===== src/rtl/gain_pkg.sv =====
package gain_pkg;
    localparam int unsigned SAMPLE_W = 16;
    localparam int unsigned ATT_W    = 4;
    localparam int unsigned SHIFT_W  = 3;
    localparam int unsigned AVG_W    = 4;
    localparam int unsigned AVG_MIN  = 2;
    localparam int unsigned AVG_MAX  = 8;
    localparam int unsigned HOLD_N   = 64;
    localparam int unsigned STEP_N   = 16;

    typedef enum logic [1:0] {
        DIR_KEEP = 2'd0,
        DIR_UP   = 2'd1,
        DIR_DOWN = 2'd2
    } dir_e;
endpackage


===== src/rtl/gain_scaler.sv =====
module gain_scaler #(
    parameter int unsigned DW = gain_pkg::SAMPLE_W,
    parameter int unsigned SW = gain_pkg::SHIFT_W
) (
    input  logic                 clk,
    input  logic                 rst_n,
    input  logic                 en_i,
    input  logic [SW-1:0]        sh_i,
    input  logic signed [DW-1:0] in_i,
    output logic signed [DW-1:0] out_o
);
    localparam int unsigned SH_MAX = (1 << SW) - 1;
    localparam int unsigned WW     = DW + SH_MAX;

    logic signed [WW-1:0] ext;
    logic signed [WW-1:0] wide;
    logic signed [DW-1:0] data_d, data_q;

    always_comb begin
        ext    = WW'(in_i);
        wide   = ext <<< sh_i;
        data_d = data_q;
        if (en_i) begin
            if ((wide[WW-1:DW-1] == '0) || (wide[WW-1:DW-1] == '1))
                data_d = wide[DW-1:0];
            else if (wide[WW-1])
                data_d = {1'b1, {(DW-1){1'b0}}};
            else
                data_d = {1'b0, {(DW-1){1'b1}}};
        end
    end

    always_ff @(posedge clk) begin
        if (!rst_n) data_q <= '0;
        else        data_q <= data_d;
    end

    assign out_o = data_q;

    // a zero shift passes the sample through unchanged
    p_pass_r3: assert property (@(posedge clk) disable iff (!rst_n)
        (en_i && sh_i == '0) |=> (out_o == $past(in_i)));
endmodule


===== src/rtl/power_est.sv =====
module power_est #(
    parameter int unsigned DW    = gain_pkg::SAMPLE_W,
    parameter int unsigned KW    = gain_pkg::AVG_W,
    parameter int unsigned K_MIN = gain_pkg::AVG_MIN,
    parameter int unsigned K_MAX = gain_pkg::AVG_MAX
) (
    input  logic                 clk,
    input  logic                 rst_n,
    input  logic                 valid_i,
    input  logic signed [DW-1:0] i_i,
    input  logic signed [DW-1:0] q_i,
    input  logic [KW-1:0]        k_i,
    input  logic [DW-1:0]        ref_i,
    output gain_pkg::dir_e       dir_o
);
    localparam int unsigned PW = 2 * DW + 1;

    logic signed [2*DW-1:0] ii, qq;
    logic [PW-1:0]          pwr;
    logic signed [PW:0]     diff, step;
    logic [KW-1:0]          k;
    logic [2*DW-1:0]        tgt;
    logic [PW-1:0]          acc_d, acc_q;

    always_comb begin
        ii   = i_i * i_i;
        qq   = q_i * q_i;
        pwr  = PW'($unsigned(ii)) + PW'($unsigned(qq));
        if (k_i < KW'(K_MIN))      k = KW'(K_MIN);
        else if (k_i > KW'(K_MAX)) k = KW'(K_MAX);
        else                       k = k_i;
        diff  = $signed({1'b0, pwr}) - $signed({1'b0, acc_q});
        step  = diff >>> k;
        acc_d = valid_i ? PW'($signed({1'b0, acc_q}) + step) : acc_q;
        tgt   = ref_i * ref_i;
        if (acc_q > {1'b0, tgt})      dir_o = gain_pkg::DIR_DOWN;
        else if (acc_q < {1'b0, tgt}) dir_o = gain_pkg::DIR_UP;
        else                          dir_o = gain_pkg::DIR_KEEP;
    end

    always_ff @(posedge clk) begin
        if (!rst_n) acc_q <= '0;
        else        acc_q <= acc_d;
    end

    // the estimate only moves on output samples
    p_est_idle_r4: assert property (@(posedge clk) disable iff (!rst_n)
        !valid_i |=> $stable(acc_q));
endmodule


===== src/rtl/gain_ctrl.sv =====
module gain_ctrl #(
    parameter int unsigned AW     = gain_pkg::ATT_W,
    parameter int unsigned SW     = gain_pkg::SHIFT_W,
    parameter int unsigned HOLD_N = gain_pkg::HOLD_N,
    parameter int unsigned STEP_N = gain_pkg::STEP_N
) (
    input  logic           clk,
    input  logic           rst_n,
    input  logic           clip_i,
    input  logic           tick_i,
    input  gain_pkg::dir_e dir_i,
    input  logic           att_auto_i,
    input  logic           dg_auto_i,
    input  logic [AW-1:0]  att_man_i,
    input  logic [SW-1:0]  dg_man_i,
    output logic [AW-1:0]  att_o,
    output logic [SW-1:0]  dg_o
);
    localparam logic [AW-1:0] ATT_MAX = '1;
    localparam logic [SW-1:0] DG_MAX  = '1;
    localparam int unsigned   HW      = $clog2(HOLD_N + 1);
    localparam int unsigned   CW      = $clog2(STEP_N);

    typedef struct packed {
        logic [AW-1:0] att;
        logic [SW-1:0] dg;
        logic [HW-1:0] hold;
        logic [CW-1:0] cnt;
    } st_t;

    st_t  st_d, st_q;
    logic decide;

    always_comb begin
        st_d   = st_q;
        decide = tick_i && (st_q.cnt == CW'(STEP_N - 1));
        if (!att_auto_i) st_d.att = att_man_i;
        if (!dg_auto_i)  st_d.dg  = dg_man_i;
        if (tick_i) begin
            st_d.cnt = decide ? '0 : st_q.cnt + 1'b1;
            if (st_q.hold != '0) st_d.hold = st_q.hold - 1'b1;
        end
        if (clip_i) begin
            st_d.hold = HW'(HOLD_N);
            if (att_auto_i && st_q.att != ATT_MAX) st_d.att = st_q.att + 1'b1;
        end else if (decide) begin
            case (dir_i)
                gain_pkg::DIR_DOWN: begin
                    if (att_auto_i && st_q.att != ATT_MAX)
                        st_d.att = st_q.att + 1'b1;
                    else if (dg_auto_i && st_q.dg != '0)
                        st_d.dg = st_q.dg - 1'b1;
                end
                gain_pkg::DIR_UP: begin
                    if (st_q.hold == '0) begin
                        if (att_auto_i && st_q.att != '0)
                            st_d.att = st_q.att - 1'b1;
                        else if (dg_auto_i && st_q.dg != DG_MAX)
                            st_d.dg = st_q.dg + 1'b1;
                    end
                end
                default: ;
            endcase
        end
    end

    always_ff @(posedge clk) begin
        if (!rst_n) st_q <= '0;
        else        st_q <= st_d;
    end

    assign att_o = st_q.att;
    assign dg_o  = st_q.dg;

    // manual attenuation is taken over on the next clock
    p_manual_att_r2: assert property (@(posedge clk) disable iff (!rst_n)
        !att_auto_i |=> (st_q.att == $past(att_man_i)));
    // the loop moves attenuation at most one step per clock
    p_att_step_r4: assert property (@(posedge clk) disable iff (!rst_n)
        att_auto_i |=> ((st_q.att == $past(st_q.att)) ||
                        (st_q.att == $past(st_q.att) + 1'b1) ||
                        (st_q.att == $past(st_q.att) - 1'b1)));
    // the loop moves the digital shift at most one step per clock
    p_dg_step_r6: assert property (@(posedge clk) disable iff (!rst_n)
        dg_auto_i |=> ((st_q.dg == $past(st_q.dg)) ||
                       (st_q.dg == $past(st_q.dg) + 1'b1) ||
                       (st_q.dg == $past(st_q.dg) - 1'b1)));
    // a clip raises attenuation right away
    p_clip_up_r7: assert property (@(posedge clk) disable iff (!rst_n)
        (clip_i && att_auto_i && st_q.att != ATT_MAX) |=>
        (st_q.att == $past(st_q.att) + 1'b1));
    // no attenuation decrease while the hold window runs
    p_hold_r8: assert property (@(posedge clk) disable iff (!rst_n)
        (st_q.hold != '0 && att_auto_i) |=> (st_q.att >= $past(st_q.att)));
endmodule


===== src/rtl/gain_loop.sv =====
module gain_loop #(
    parameter int unsigned DW = gain_pkg::SAMPLE_W,
    parameter int unsigned AW = gain_pkg::ATT_W,
    parameter int unsigned SW = gain_pkg::SHIFT_W,
    parameter int unsigned KW = gain_pkg::AVG_W
) (
    input  logic                 clk,
    input  logic                 rst_n,
    input  logic                 clip_i,
    input  logic                 smp_valid_i,
    input  logic signed [DW-1:0] smp_i_i,
    input  logic signed [DW-1:0] smp_q_i,
    input  logic                 att_auto_i,
    input  logic                 dg_auto_i,
    input  logic [AW-1:0]        att_man_i,
    input  logic [SW-1:0]        dg_man_i,
    input  logic [DW-1:0]        ref_level_i,
    input  logic [KW-1:0]        avg_shift_i,
    output logic [AW-1:0]        att_code_o,
    output logic [SW-1:0]        dg_shift_o,
    output logic                 out_valid_o,
    output logic signed [DW-1:0] out_i_o,
    output logic signed [DW-1:0] out_q_o
);
    localparam int unsigned NCH = 2;

    logic signed [DW-1:0] ch_in  [NCH];
    logic signed [DW-1:0] ch_out [NCH];
    logic                 vld_d, vld_q;
    gain_pkg::dir_e       dir;

    assign ch_in[0] = smp_i_i;
    assign ch_in[1] = smp_q_i;

    for (genvar c = 0; c < NCH; c++) begin : g_ch
        gain_scaler #(.DW(DW), .SW(SW)) u_scl (
            .clk   (clk),
            .rst_n (rst_n),
            .en_i  (smp_valid_i),
            .sh_i  (dg_shift_o),
            .in_i  (ch_in[c]),
            .out_o (ch_out[c])
        );
    end

    always_comb vld_d = smp_valid_i;

    always_ff @(posedge clk) begin
        if (!rst_n) vld_q <= 1'b0;
        else        vld_q <= vld_d;
    end

    power_est #(.DW(DW), .KW(KW)) u_pwr (
        .clk     (clk),
        .rst_n   (rst_n),
        .valid_i (vld_q),
        .i_i     (ch_out[0]),
        .q_i     (ch_out[1]),
        .k_i     (avg_shift_i),
        .ref_i   (ref_level_i),
        .dir_o   (dir)
    );

    gain_ctrl #(.AW(AW), .SW(SW)) u_ctl (
        .clk        (clk),
        .rst_n      (rst_n),
        .clip_i     (clip_i),
        .tick_i     (vld_q),
        .dir_i      (dir),
        .att_auto_i (att_auto_i),
        .dg_auto_i  (dg_auto_i),
        .att_man_i  (att_man_i),
        .dg_man_i   (dg_man_i),
        .att_o      (att_code_o),
        .dg_o       (dg_shift_o)
    );

    assign out_valid_o = vld_q;
    assign out_i_o     = ch_out[0];
    assign out_q_o     = ch_out[1];

    // each accepted sample yields exactly one output strobe
    p_strobe_r3: assert property (@(posedge clk) disable iff (!rst_n)
        smp_valid_i |=> out_valid_o);
endmodule


===== config.mk =====
export PLATFORM = sky130hd
export DESIGN_NAME = gain_loop
export DESIGN_NICKNAME = d
export VERILOG_FILES = /design/src/rtl/gain_pkg.sv /design/src/rtl/gain_scaler.sv /design/src/rtl/power_est.sv /design/src/rtl/gain_ctrl.sv /design/src/rtl/gain_loop.sv
export SDC_FILE = /design/constraint.sdc
export NUM_CORES = 2
export LEC_CHECK = 0
export ABC_CLOCK_PERIOD_IN_PS = 10700
export BUFFER_PORTS_ARGS = -buffer_cell sky130_fd_sc_hd__buf_2
export CORE_MARGIN = 2
export CORE_UTILIZATION = 30
export CTS_CLUSTER_SIZE = 30
export DETAILED_ROUTE_END_ITERATION = 10
export SYNTH_ARGS = -nofsm -noshare
export SYNTH_HDL_FRONTEND = slang
export SYNTH_SLANG_ARGS = --single-unit
export TNS_END_PERCENT = 100

===== constraint.sdc =====
create_clock -name clk -period 10.7 [get_ports clk]
set_input_delay 1.605 -clock clk [delete_from_list [all_inputs] [get_ports clk]]
set_output_delay 1.605 -clock clk [all_outputs]
set_load 0.1 [all_outputs]

==> reports/metrics.cfg <==
[run_status]
status = finished, final reports clean

[worst_setup_path]
cp_max_fo = 10
worstPathArrival_ns = 10.51
path_class = reg2reg
endpoint_kind = flop
cpMostUsedCell = fa_1
critPathSlowestCell = or4_1
cpPeakStageDelay_ns = 0.56
required_ns = 10.97
start_kind = flop

[floorplan]
die_w_um = 349
coreArea_um2 = 118000
start_util_pct = 30.3
fp-row-count = 126
die_y_um = 349
io_pins = 105
die_area_um2 = 122000

[timing]
tightest_slew_ns = 0.893
max_freq_mhz = 97.7
fin_crit_sh_pct = 95.7
fin_tns_setup_ns = 0
final-hold-violation-count = 0
timing.slew.headroom_pct = 39.9
hold_ws_ns = 0.499
skew_ns = 0.0231
finalSetupViolations = 0
period_minus_slack_ns = 10.24
slew_viol_final = 0

[synthesis]
synth_flop_cell = dfxtp_1
synthMostInstantiatedCell = inv_1
synth_common_cells = inv_1 (974), fa_1 (677), ha_1 (374)
synthArstFlopShare_pct = 0
synth-seq-cells = 84
synthCells = 4220
synth_top_cell_by_area = fa_1
synth_area_leaders = fa_1 (38%), ha_1 (13%), inv_1 (10%), dfxtp_1 (4.7%), nand2_1 (3.7%)
synth_top_area_share_pct = 37.9
synth_edf_count = 0
synthesis.nets = 5336
synth.avg_cell_area_um2 = 8.48
synth.distinct_cells = 83
synth.yosys.warnings = 0
syn_area_um2 = 35800
seq_area_frac_synth_pct = 4.70

[global_routing]
grt_start_max_net_pins = 55
antenna_found_initial = 1
grt.total_usage_pct = 15.8
grt_pass1_vias = 28943
grt_pass1_wl_um = 154000
grt_remaining_overflow = 0

[cts]
worstSkewPairLatency_ns = 0.40
h-tree-depth = 3
cts_tree = built
hold_buffers = 0
cts.sinks = 84
clock_path_buffers = 2
root_buffer = clkbuf_16
path_clk_slew_ns = 0.07
cts_made_buffers = 9

[finish]
multi_input_area_um2 = 30300
syn_to_final_growth_pct = 10.6
nets = 5438
fillCellCount = 12212
drive_gt1_share_pct = 9.96
seqCellArea_um2 = 1740
design_area_um2 = 39600

[detailed_routing]
wl_per_cell_um = 16.0
detail_route.first_pass.iterations = 7
drt_iter0_markers = 1624
ant_nets = 0
routed_wirelength_um = 93700
viasPerCell = 4.76
vias = 27939
drc = 0

[placement]
gp_congestion = 0.906
portBuffers = 104
dpl_cell_area_um2 = 38600
hpwl_um = 79900

[hold_path]
hold_path_class = reg2reg

[job]
maxCapViolations = 0

## registers in the layout (all words and copies together) (netlist names)
register          cells
g_ch.u_scl.out_o     32
u_ctl.att_o           4
out_valid_o           1
u_ctl.dg_o            3
u_pwr.acc_q          33
u_ctl.st_q           11
## layer usage
metal | global-route usage [%] | wire [um] | vias to the layer above
met1 | 20.8 | 42200 | 13884
met5 | 0 | 0 | -
met4 | 2.80 | 1680 | 0
met2 | 27.4 | 45600 | 556
li1 | - | - | 13412
met3 | 2.33 | 4170 | 87
## placed cells by master, fill, tap and decap left out, drive strengths merged, types with 9 or more instances in the layout
cell type / instances
mux2i: 70
nand4: 28
clkbuf: 11
nor2b: 28
mux2: 26
dfxtp: 84
a21oi: 224
o21bai: 27
nand2: 353
ha: 374
nor4: 12
o31ai: 11
nand3: 42
o21a: 26
nand2b: 41
a311oi: 9
o21ai: 159
a21o: 76
nor2: 252
fa: 677
or3: 12
a211o: 9
a31oi: 19
nor3: 31
inv: 975
xor2: 58
nand3b: 11
o211ai: 19
a211oi: 21
xnor2: 116
and3: 24
buf: 244
and2: 145
## final cells by class
class	instances	area share, %
multi-input combinational	3003	76.5
inverter	979	9.31
tap	1536	4.86
sequential	84	4.41
timing repair buffer	245	4.08
clock buffer	10	0.604
clock inverter	5	0.212
antenna	2	0.0127
## repair_timing
action / 4_1_cts / 5_1_grt
buffers inserted: 0 / 18
endpoints found under the setup margin: 4 / 16
cloned: 0 / 0
pin swaps: 0 / 31
gates resized for setup: 3 / 122
## stage by stage
stage	utilization (%)	std cells	setup slack (ns)
2_1_floorplan	-	4220	0.0133
3_3_place_gp	32.7	5829	0.138
3_5_place_dp	32.7	5829	-0.0473
4_1_cts	32.9	5844	0.0421
5_1_grt	33.5	5862	-0.0946
6_report	33.5	5864	0.463
## cell families after synthesis
kind of cell / synth area share, %
adder cells (fa/ha/maj): 51.0
XOR/XNOR: 4.28
buffers and inverters: 12.0
AND/OR/NAND/NOR: 13.1
multiplexers: 2.78
AO/OA/AOI/OAI: 12.2
flip-flops: 4.70
## critical path: cells and delay by family (launching register included)
family | cells | cell delay, ns
and+or+nand+nor | 6 | 1.47
AOI/OAI and AO/OA | 12 | 2.26
buffers and inverters | 8 | 0.86
xor gates and xnor gates | 2 | 0.34
DFF | 1 | 0.44
adders and majority gates | 10 | 4.37
muxes | 2 | 0.38
## worst paths after layout
kind	start	to	slack (ns)	cells after the start
worst max-delay path	g_ch[0].u_scl.out_o[6]$_SDFFE_PN0P_	u_pwr.acc_q[30]$_SDFFE_PN0P_	0.46	40
worst min register to register	u_ctl.st_q[5]$_SDFFE_PP0P_	u_ctl.st_q[5]$_SDFFE_PP0P_	0.50	2
worst max register to register	g_ch[0].u_scl.out_o[6]$_SDFFE_PN0P_	u_pwr.acc_q[30]$_SDFFE_PN0P_	0.46	40
worst min-delay path	u_ctl.st_q[5]$_SDFFE_PP0P_	u_ctl.st_q[5]$_SDFFE_PP0P_	0.50	2
Power is not shown: default switching activity piles up to over one toggle a cycle in this logic, so the estimate is an artifact.
